`src/rtl/txirq_pkg.sv`:
```
`timescale 1ns/1ps
package txirq_pkg;

    localparam int DW = 8;
    localparam int AW = 2;

    // bit positions that software decodes
    localparam int TRIG_BIT  = 0;
    localparam int ACKRQ_BIT = 2;
    localparam int FAIL_BIT  = 0;
    localparam int TXEV_BIT  = 0;
    localparam int RXEV_BIT  = 3;

    typedef enum logic [AW-1:0] {
        RA_CTRL  = 2'd0,
        RA_TXST  = 2'd1,
        RA_ISTAT = 2'd2,
        RA_IMASK = 2'd3
    } reg_addr_e;

    typedef struct packed {
        logic rx;
        logic tx;
    } ev_t;

    localparam ev_t EV_NONE = '{rx: 1'b0, tx: 1'b0};
    localparam ev_t EV_ALL  = '{rx: 1'b1, tx: 1'b1};

    function automatic logic [DW-1:0] ev_to_byte(input ev_t e);
        logic [DW-1:0] b;
        b = '0;
        b[TXEV_BIT] = e.tx;
        b[RXEV_BIT] = e.rx;
        return b;
    endfunction

    function automatic ev_t byte_to_ev(input logic [DW-1:0] b);
        ev_t e;
        e.tx = b[TXEV_BIT];
        e.rx = b[RXEV_BIT];
        return e;
    endfunction

    function automatic logic ev_any(input ev_t e);
        return e.tx | e.rx;
    endfunction

endpackage

```
`src/rtl/txirq_tx_ctrl.sv`:
```
`timescale 1ns/1ps
module txirq_tx_ctrl
    import txirq_pkg::*;
(
    input  logic          clk,
    input  logic          rst,
    input  logic          ctrl_wr,
    input  logic [DW-1:0] wdata,
    input  logic          eng_accept,
    input  logic          eng_done,
    input  logic          eng_fail,
    output logic          tx_req,
    output logic          ack_req,
    output logic          tx_failed
);

    logic trig_q;
    logic ack_q;
    logic fail_q;
    logic start_wr;

    assign start_wr = ctrl_wr & wdata[TRIG_BIT];

    // trigger: a new start write wins over acceptance of the old one
    always_ff @(posedge clk) begin
        if (rst) begin
            trig_q <= 1'b0;
        end else if (start_wr) begin
            trig_q <= 1'b1;
        end else if (trig_q && eng_accept) begin
            trig_q <= 1'b0;
        end
    end

    always_ff @(posedge clk) begin
        if (rst) begin
            ack_q <= 1'b0;
        end else if (ctrl_wr) begin
            ack_q <= wdata[ACKRQ_BIT];
        end
    end

    always_ff @(posedge clk) begin
        if (rst) begin
            fail_q <= 1'b0;
        end else if (eng_done) begin
            fail_q <= eng_fail;
        end
    end

    assign tx_req    = trig_q;
    assign ack_req   = ack_q;
    assign tx_failed = fail_q;

    // accepted request drops unless re-triggered
    assert_req_drop_R3: assert property (@(posedge clk) disable iff (rst)
        (tx_req && eng_accept && !start_wr) |=> !tx_req);

    // pending request is held while not accepted
    assert_req_hold_R3: assert property (@(posedge clk) disable iff (rst)
        (tx_req && !eng_accept) |=> tx_req);

    // start write raises the request
    assert_req_rise_R2: assert property (@(posedge clk) disable iff (rst)
        start_wr |=> tx_req);

    // failure flag follows the completion qualifier
    assert_fail_latch_R4: assert property (@(posedge clk) disable iff (rst)
        eng_done |=> (tx_failed == $past(eng_fail)));

endmodule

```
`src/rtl/txirq_evt_status.sv`:
```
`timescale 1ns/1ps
module txirq_evt_status
    import txirq_pkg::*;
(
    input  logic          clk,
    input  logic          rst,
    input  ev_t           set_ev,
    input  logic          istat_rd,
    input  logic          mask_wr,
    input  logic [DW-1:0] wdata,
    output ev_t           pend,
    output ev_t           mask
);

    ev_t pend_q;
    ev_t mask_q;
    ev_t pend_d;

    // clear-on-read, then set: an event in the read cycle survives
    always_comb begin
        pend_d = pend_q;
        if (istat_rd) begin
            pend_d = EV_NONE;
        end
        pend_d.tx = pend_d.tx | set_ev.tx;
        pend_d.rx = pend_d.rx | set_ev.rx;
    end

    always_ff @(posedge clk) begin
        if (rst) begin
            pend_q <= EV_NONE;
        end else begin
            pend_q <= pend_d;
        end
    end

    always_ff @(posedge clk) begin
        if (rst) begin
            mask_q <= EV_ALL;
        end else if (mask_wr) begin
            mask_q <= byte_to_ev(wdata);
        end
    end

    assign pend = pend_q;
    assign mask = mask_q;

    // read without a new event leaves nothing pending
    assert_clr_on_read_R6: assert property (@(posedge clk) disable iff (rst)
        (istat_rd && !ev_any(set_ev)) |=> !ev_any(pend));

    // an event in the read cycle is kept
    assert_set_wins_R6: assert property (@(posedge clk) disable iff (rst)
        set_ev.rx |=> pend.rx);

    // completion is recorded
    assert_tx_rec_R5: assert property (@(posedge clk) disable iff (rst)
        set_ev.tx |=> pend.tx);

    // pending bits only leave through a read
    assert_hold_R8: assert property (@(posedge clk) disable iff (rst)
        (pend.tx && !istat_rd) |=> pend.tx);

endmodule

```
`src/rtl/txirq_irq_gen.sv`:
```
`timescale 1ns/1ps
module txirq_irq_gen
    import txirq_pkg::*;
(
    input  ev_t  pend,
    input  ev_t  mask,
    output logic irq_n
);

    ev_t live;

    always_comb begin
        live.tx = pend.tx & ~mask.tx;
        live.rx = pend.rx & ~mask.rx;
    end

    assign irq_n = ~ev_any(live);

endmodule

```
`src/rtl/txirq_ctrl.sv`:
```
`timescale 1ns/1ps
module txirq_ctrl
    import txirq_pkg::*;
(
    input  logic          clk,
    input  logic          rst,
    input  logic          reg_wr,
    input  logic          reg_rd,
    input  logic [AW-1:0] reg_addr,
    input  logic [DW-1:0] reg_wdata,
    output logic [DW-1:0] reg_rdata,
    output logic          reg_rvalid,
    output logic          tx_req,
    output logic          tx_ack_req,
    input  logic          eng_accept,
    input  logic          eng_done,
    input  logic          eng_fail,
    input  logic          rx_evt,
    output logic          irq_n
);

    reg_addr_e     addr;
    logic          ctrl_wr;
    logic          mask_wr;
    logic          istat_rd;
    logic          tx_failed;
    ev_t           set_ev;
    ev_t           pend;
    ev_t           mask;
    logic [DW-1:0] rd_mux;
    logic [DW-1:0] rdata_q;
    logic          rvalid_q;

    assign addr     = reg_addr_e'(reg_addr);
    assign ctrl_wr  = reg_wr && (addr == RA_CTRL);
    assign mask_wr  = reg_wr && (addr == RA_IMASK);
    assign istat_rd = reg_rd && (addr == RA_ISTAT);

    always_comb begin
        set_ev.tx = eng_done;
        set_ev.rx = rx_evt;
    end

    txirq_tx_ctrl u_tx (
        .clk        (clk),
        .rst        (rst),
        .ctrl_wr    (ctrl_wr),
        .wdata      (reg_wdata),
        .eng_accept (eng_accept),
        .eng_done   (eng_done),
        .eng_fail   (eng_fail),
        .tx_req     (tx_req),
        .ack_req    (tx_ack_req),
        .tx_failed  (tx_failed)
    );

    txirq_evt_status u_evt (
        .clk      (clk),
        .rst      (rst),
        .set_ev   (set_ev),
        .istat_rd (istat_rd),
        .mask_wr  (mask_wr),
        .wdata    (reg_wdata),
        .pend     (pend),
        .mask     (mask)
    );

    txirq_irq_gen u_irq (
        .pend  (pend),
        .mask  (mask),
        .irq_n (irq_n)
    );

    always_comb begin
        rd_mux = '0;
        unique case (addr)
            RA_CTRL: begin
                rd_mux[TRIG_BIT]  = tx_req;
                rd_mux[ACKRQ_BIT] = tx_ack_req;
            end
            RA_TXST:  rd_mux[FAIL_BIT] = tx_failed;
            RA_ISTAT: rd_mux = ev_to_byte(pend);
            RA_IMASK: rd_mux = ev_to_byte(mask);
            default:  rd_mux = '0;
        endcase
    end

    always_ff @(posedge clk) begin
        if (rst) begin
            rdata_q  <= '0;
            rvalid_q <= 1'b0;
        end else begin
            rvalid_q <= reg_rd;
            if (reg_rd) begin
                rdata_q <= rd_mux;
            end
        end
    end

    assign reg_rdata  = rdata_q;
    assign reg_rvalid = rvalid_q;

    // every read strobe answers next cycle
    assert_rvalid_R10: assert property (@(posedge clk) disable iff (rst)
        reg_rd |=> reg_rvalid);

    // the pin only falls after an event or a mask change
    assert_irq_cause_R7: assert property (@(posedge clk) disable iff (rst)
        $fell(irq_n) |-> $past(eng_done || rx_evt || mask_wr));

    // the pin only rises after a status read or a mask change
    assert_irq_release_R7: assert property (@(posedge clk) disable iff (rst)
        $rose(irq_n) |-> $past(istat_rd || mask_wr));

endmodule

```
`config.mk`:
```
export PLATFORM = sky130hd
export DESIGN_NAME = txirq_ctrl
export DESIGN_NICKNAME = d
export VERILOG_FILES = /design/src/rtl/txirq_pkg.sv /design/src/rtl/txirq_tx_ctrl.sv /design/src/rtl/txirq_evt_status.sv /design/src/rtl/txirq_irq_gen.sv /design/src/rtl/txirq_ctrl.sv
export SDC_FILE = /design/constraint.sdc
export NUM_CORES = 1
export LEC_CHECK = 0
export ABC_AREA = 0
export BUFFER_PORTS_ARGS = -buffer_cell sky130_fd_sc_hd__buf_2
export CAP_MARGIN = 25
export CORE_AREA = 2 2 39 41
export DETAILED_ROUTE_END_ITERATION = 7
export DIE_AREA = 0 0 41 43
export GPL_TIMING_DRIVEN = 0
export PLACE_DENSITY = 0.7
export SLEW_MARGIN = 10
export SYNTH_ARGS = -nofsm -noshare
export SYNTH_HDL_FRONTEND = slang
export SYNTH_HIERARCHICAL = 1
export SYNTH_SLANG_ARGS = --single-unit
export TNS_END_PERCENT = 10
```
`constraint.sdc`:
```
create_clock -name clk -period 2.03 [get_ports clk]
set_input_delay 0.1015 -clock clk [delete_from_list [all_inputs] [get_ports clk]]
set_output_delay 0.1015 -clock clk [all_outputs]
set_load 0.03 [all_outputs]
```
==> flow_summary.ini, run 1 <==
[synth]
synthCells = 53
synth_top_area_share_pct = 44.6
yosys_warnings = 6
ys_seq_elements = 11
yosysTopAreaCell = dfxtp_1
syn_avg_cell_area_um2 = 9.32
synthTopCellsByArea = dfxtp_1 (45%), mux2i_1 (8.1%), buf_4 (7.6%)
netlist_area_um2 = 494
synth.yosys.seq_area_share_pct = 44.6
ys_types = 17

[placement]
place.port_buffers = 19
routabilityCongestion = 0.667
place.detailed.hpwl_um = 673

[power]
power.static_leakage_uw = 0.000336
p_total_uw = 459
ir_drop_v = 0.000272
power_density_nw_per_um2 = 706

[run_status]
outcome = complete, no violations

[sta]
clock.fmax_mhz = 905
hold_violations = 0
post-route-min-period_ns = 1.11
rsz0062_at_grt = no
drv_slew = 0
finClkSkew_ns = 0.00521
period_share_pct = 54.5
timing.setup.tns_ns = 0
setup_violations = 0

[worst_setup_path]
crit_start = u_evt/mask[1]
cp-start-kind = flop
crit_end = irq_n
cp.arrival_ns = 1.00
path_class = flop to primary output
timing.rr.start = u_evt/pend[0]
regToRegSetupSlack_ns = 0.95
reg2reg_depth = 3
reg2reg_to = reg_rdata[0]
cp-end-kind = primary output
path_max_fanout = 3
critPathRequiredTime_ns = 1.93

[finish]
layout_common_cells = buf_2 (19), dfxtp_1 (11)
drive_above_1_share_pct = 37.5
fin_nets = 99
areaGrowthSynthToFinish_pct = 31.6
antennaDiodeCount = 0
final_common_cell = buf_2

[global_routing]
grt_pass1_vias = 324
grtUsageTotal_pct = 10.5
antenna_found_initial = 0
grt_pass1_wl_um = 1230
grt.overflow.total = 0
grt_max_degree = 12

[drt]
routed_wl_um = 857
dr.pass1.iters = 4
drt-initial-drc-count = 9
post_drt_wl_per_cell_um = 8.93
antenna_left = 0
vias = 409
vias_per_cell = 4.26
drc = 0

[clocking]
numCtsBuffers = 3
cts-resized-gates = 0
cts.sinks = 11
cts_tree = built
ctsHoldBuffers = 0
postCtsSetupRepairBufs = 0
clockBufferDepth = 2
clkTransAtPathRegs_ns = 0.06
htree_levels = 1
insertion_delay_ns = 0.26
cts-root-buf = clkbuf_4

[floorplanning]
start_util_pct = 35.7
die-area_um2 = 1760
core-area_um2 = 1380
rows = 14
fp.dieW_um = 41
io_pins = 30
die_y_um = 43

[job]
cap_violations = 0

[hold_path]
hp-class = primary input to flop
-- state kept, by name, indices dropped and copies added (netlist names) --
signal / flops
reg_rdata: 3
reg_rvalid: 1
u_tx/tx_req: 1
u_evt/pend: 2
u_evt/mask: 2
u_tx/tx_failed: 1
u_tx/ack_req: 1
-- synth_stat cells, drive strengths merged --
| cell | instances |
|---|---|
| o22ai | 1 |
| dfxtp | 11 |
| nand2 | 2 |
| a22oi | 1 |
| and3 | 1 |
| mux4 | 1 |
| a21oi | 4 |
| nand2b | 4 |
| nand3 | 1 |
| a211o | 2 |
| inv | 5 |
| nor2b | 4 |
| and2 | 1 |
| mux2i | 4 |
| buf | 5 |
| conb | 1 |
| nor2 | 5 |
-- report_power, final --
group	total (µW)	leakage, µW	switching [µW]	internal, µW
clock network	144	0.0000150	68.5	75.9
registers	233	0.0000905	6.35	227
logic	82.2	0.000231	46.6	35.6
-- critical path, stage by stage (launching register included) --
cell and delay [ns]:
dfxtp_1 0.35, inv_1 0.06, a22oi_2 0.13, buf_2 0.22
-- worst min-delay path by stage --
stage                      start            end  slack (ns)  cells after the start
floorplan                    rst   reg_rdata[2]        0.17                      1
global placement    reg_wdata[3]  u_evt/mask[1]        0.31                      2
detailed placement  reg_wdata[3]  u_evt/mask[1]        0.31                      2
CTS                 reg_wdata[3]  u_evt/mask[1]        0.04                      2
global route        reg_wdata[3]  u_evt/mask[1]        0.03                      2
finish              reg_wdata[3]  u_evt/mask[1]        0.05                      2
-- metal layers --
layer	GRT usage, %	wire length [µm]	up-vias
met5	0	0	-
met4	8.00	0	0
li1	-	-	221
met3	3.14	85	0
met1	13.7	422	166
met2	13.8	350	22
-- cell type report --
cell class,count,area [µm²]
clock buffer,4,26.3
inverter,5,18.8
tap,16,20.0
fill,142,733
multi-input combinational,36,233
sequential,11,220
buffer,5,37.5
timing repair buffer,19,95.1
-- logic make-up after synthesis --
| logic type | count (synthesis) | share of synthesized area, % |
|---|---|---|
| other | 1 | 0.759 |
| AO/OA/AOI/OAI | 8 | 11.4 |
| flip-flops | 11 | 44.6 |
| multiplexers | 5 | 12.7 |
| buffers and inverters | 10 | 11.4 |
| AND/OR/NAND/NOR | 18 | 19.2 |
-- metrics by stage --
step	hold WS [ns]	cells	util [%]	instance area (µm²)	setup WS, ns
after detailed placement	0.315	92	45.1	624	0.958
after floorplan	0.171	57	-	509	0.876
final	0.0477	96	47.0	651	0.924
after global routing	0.0328	96	47.0	651	0.861
after global placement	0.309	92	45.1	624	0.973
after CTS	0.0395	96	47.0	651	0.907
(Power assumes the default switching activity.)
==> run 2: changes to the inputs <==
--- a/config.mk
+++ b/config.mk
@@ -8,11 +8,11 @@
 export ABC_AREA = 0
 export BUFFER_PORTS_ARGS = -buffer_cell sky130_fd_sc_hd__buf_2
 export CAP_MARGIN = 25
-export CORE_AREA = 2 2 39 41
+export CORE_MARGIN = 1
+export CORE_UTILIZATION = 36
 export DETAILED_ROUTE_END_ITERATION = 7
-export DIE_AREA = 0 0 41 43
 export GPL_TIMING_DRIVEN = 0
-export PLACE_DENSITY = 0.7
+export PLACE_DENSITY = 0.71
 export SLEW_MARGIN = 10
 export SYNTH_ARGS = -nofsm -noshare
 export SYNTH_HDL_FRONTEND = slang
==> constraint.sdc (replaced) <==
create_clock -name clk -period 0.9 [get_ports clk]
set_input_delay 0.045 -clock clk [delete_from_list [all_inputs] [get_ports clk]]
set_output_delay 0.045 -clock clk [all_outputs]
set_load 0.03 [all_outputs]
==> flow_summary.ini, run 2 (synthesis results as in run 1) <==
[run_status]
outcome = complete, but fails checks
violations = negative setup slack

[sta]
timing.setup.tns_ns = -0.267
clock.fmax_mhz = 925
hold_violations = 0
finClkSkew_ns = 0.00537
rsz0062_at_grt = yes
timing.final.ws_setup_ns = -0.181
setup_violations = 3
period_share_pct = 120
post-route-min-period_ns = 1.08
drv_slew = 0

[hold_path]
hp-class = primary input to flop
hp-start = reg_wdata[2]

[drt]
post_drt_wl_per_cell_um = 9.08
vias_per_cell = 4.35
antenna_left = 0
dr.pass1.iters = 2
drc = 0
drt-initial-drc-count = 17
routed_wl_um = 881
vias = 422

[placement]
dpl-instance-area_um2 = 626
place.detailed.hpwl_um = 666
place.port_buffers = 19
routabilityCongestion = 0.739
post-place-ws_ns = -0.181

[clocking]
htree_levels = 1
insertion_delay_ns = 0.26
cts-root-buf = clkbuf_4
clkTransAtPathRegs_ns = 0.07
numCtsBuffers = 3
cts.sinks = 11
cts_tree = built
clockBufferDepth = 2

[finish]
final_common_cell = buf_2
drive_above_1_share_pct = 42.2
fin_nets = 102
areaGrowthSynthToFinish_pct = 40.8
layout_common_cells = buf_2 (17), dfxtp_1 (7), buf_4 (6)
nFillCells = 110
antennaDiodeCount = 0
largest_register_ffs = 3
fin_area_um2 = 696

[global_routing]
grt_use_met3_pct = 8.67
met1_usage_pct = 15.4
busiest_layer = met2
antenna_found_initial = 0
grt_pass1_wl_um = 1440
grtUsageTotal_pct = 15.4
grt_max_degree = 12
grtUsageMet2_pct = 22.9
grt.overflow.total = 0
grt_pass1_vias = 359

[worst_setup_path]
cp.arrival_ns = 1.23
critPathRequiredTime_ns = 1.05
path_max_fanout = 2
crit_start = u_tx/tx_req
cp-end-kind = flop
timing.rr.start = u_tx/tx_req
cp-start-kind = flop
path_class = flop to flop

[floorplanning]
rows = 12
start_util_pct = 41.7
die_y_um = 39.1
fp.dieW_um = 39.1
io_pins = 30
die-area_um2 = 1520
core-area_um2 = 1190

[power]
ir_drop_v = 0.00106
power.static_leakage_uw = 0.000354
p_total_uw = 1040
power_density_nw_per_um2 = 1500

[job]
cap_violations = 0
-- run 2: power breakdown --
group	switching [µW]	internal (µW)	leakage (µW)
clock	147	171	0.0000150
combinational	108	90.8	0.000249
sequential	13.9	510	0.0000906
total	269	772	0.000354
-- run 2: worst max-delay path, stage by stage, from the launching register on --
cell	delay, ns
dfxtp_4	0.34
mux4_2	0.44
mux2i_1	0.14
nor2_1	0.05
-- run 2: metal layers --
layer | wire [µm] | share of wire [%]
met1 | 420 | 48
met2 | 378 | 43
met3 | 55 | 6.2
met4 | 27 | 3.1
met5 | 0 | 0
-- run 2: layout make-up --
type / instances / area (µm²) / area share, %
inverters: 5 / 18.8 / 2.70
clock buffers: 4 / 26.3 / 3.78
flip-flops and latches: 11 / 228 / 32.7
multi-input cells: 36 / 233 / 33.5
well taps: 14 / 17.5 / 2.52
repair buffers: 22 / 135 / 19.4
plain buffers: 5 / 37.5 / 5.40
-- run 2: final timing paths --
path	endpoint	slack [ns]	cells past startpoint
worst max-delay path	reg_rdata[0]	-0.18	3
worst min register to register	reg_rdata[2]	0.48	2
worst min-delay path	u_tx/ack_req	0.01	3
worst max register to register	reg_rdata[0]	-0.18	3
-- run 2: per-stage QoR --
stage | hold slack [ns] | util (%) | std cells
2_1_floorplan | 0.104 | - | 57
3_3_place_gp | 0.251 | 52.7 | 90
3_5_place_dp | 0.255 | 52.7 | 90
4_1_cts | 0.00528 | 58.6 | 97
5_1_grt | 0.0243 | 58.6 | 97
6_report | 0.0128 | 58.6 | 97
-- run 2: repair_timing --
action                                  CTS  global route
endpoints found under the setup margin    2             3
hold buffers                              2             0
endpoints found under the hold margin     2             0
resized for setup                         7             0
pin swaps                                 1             1
setup buffers                             1             0
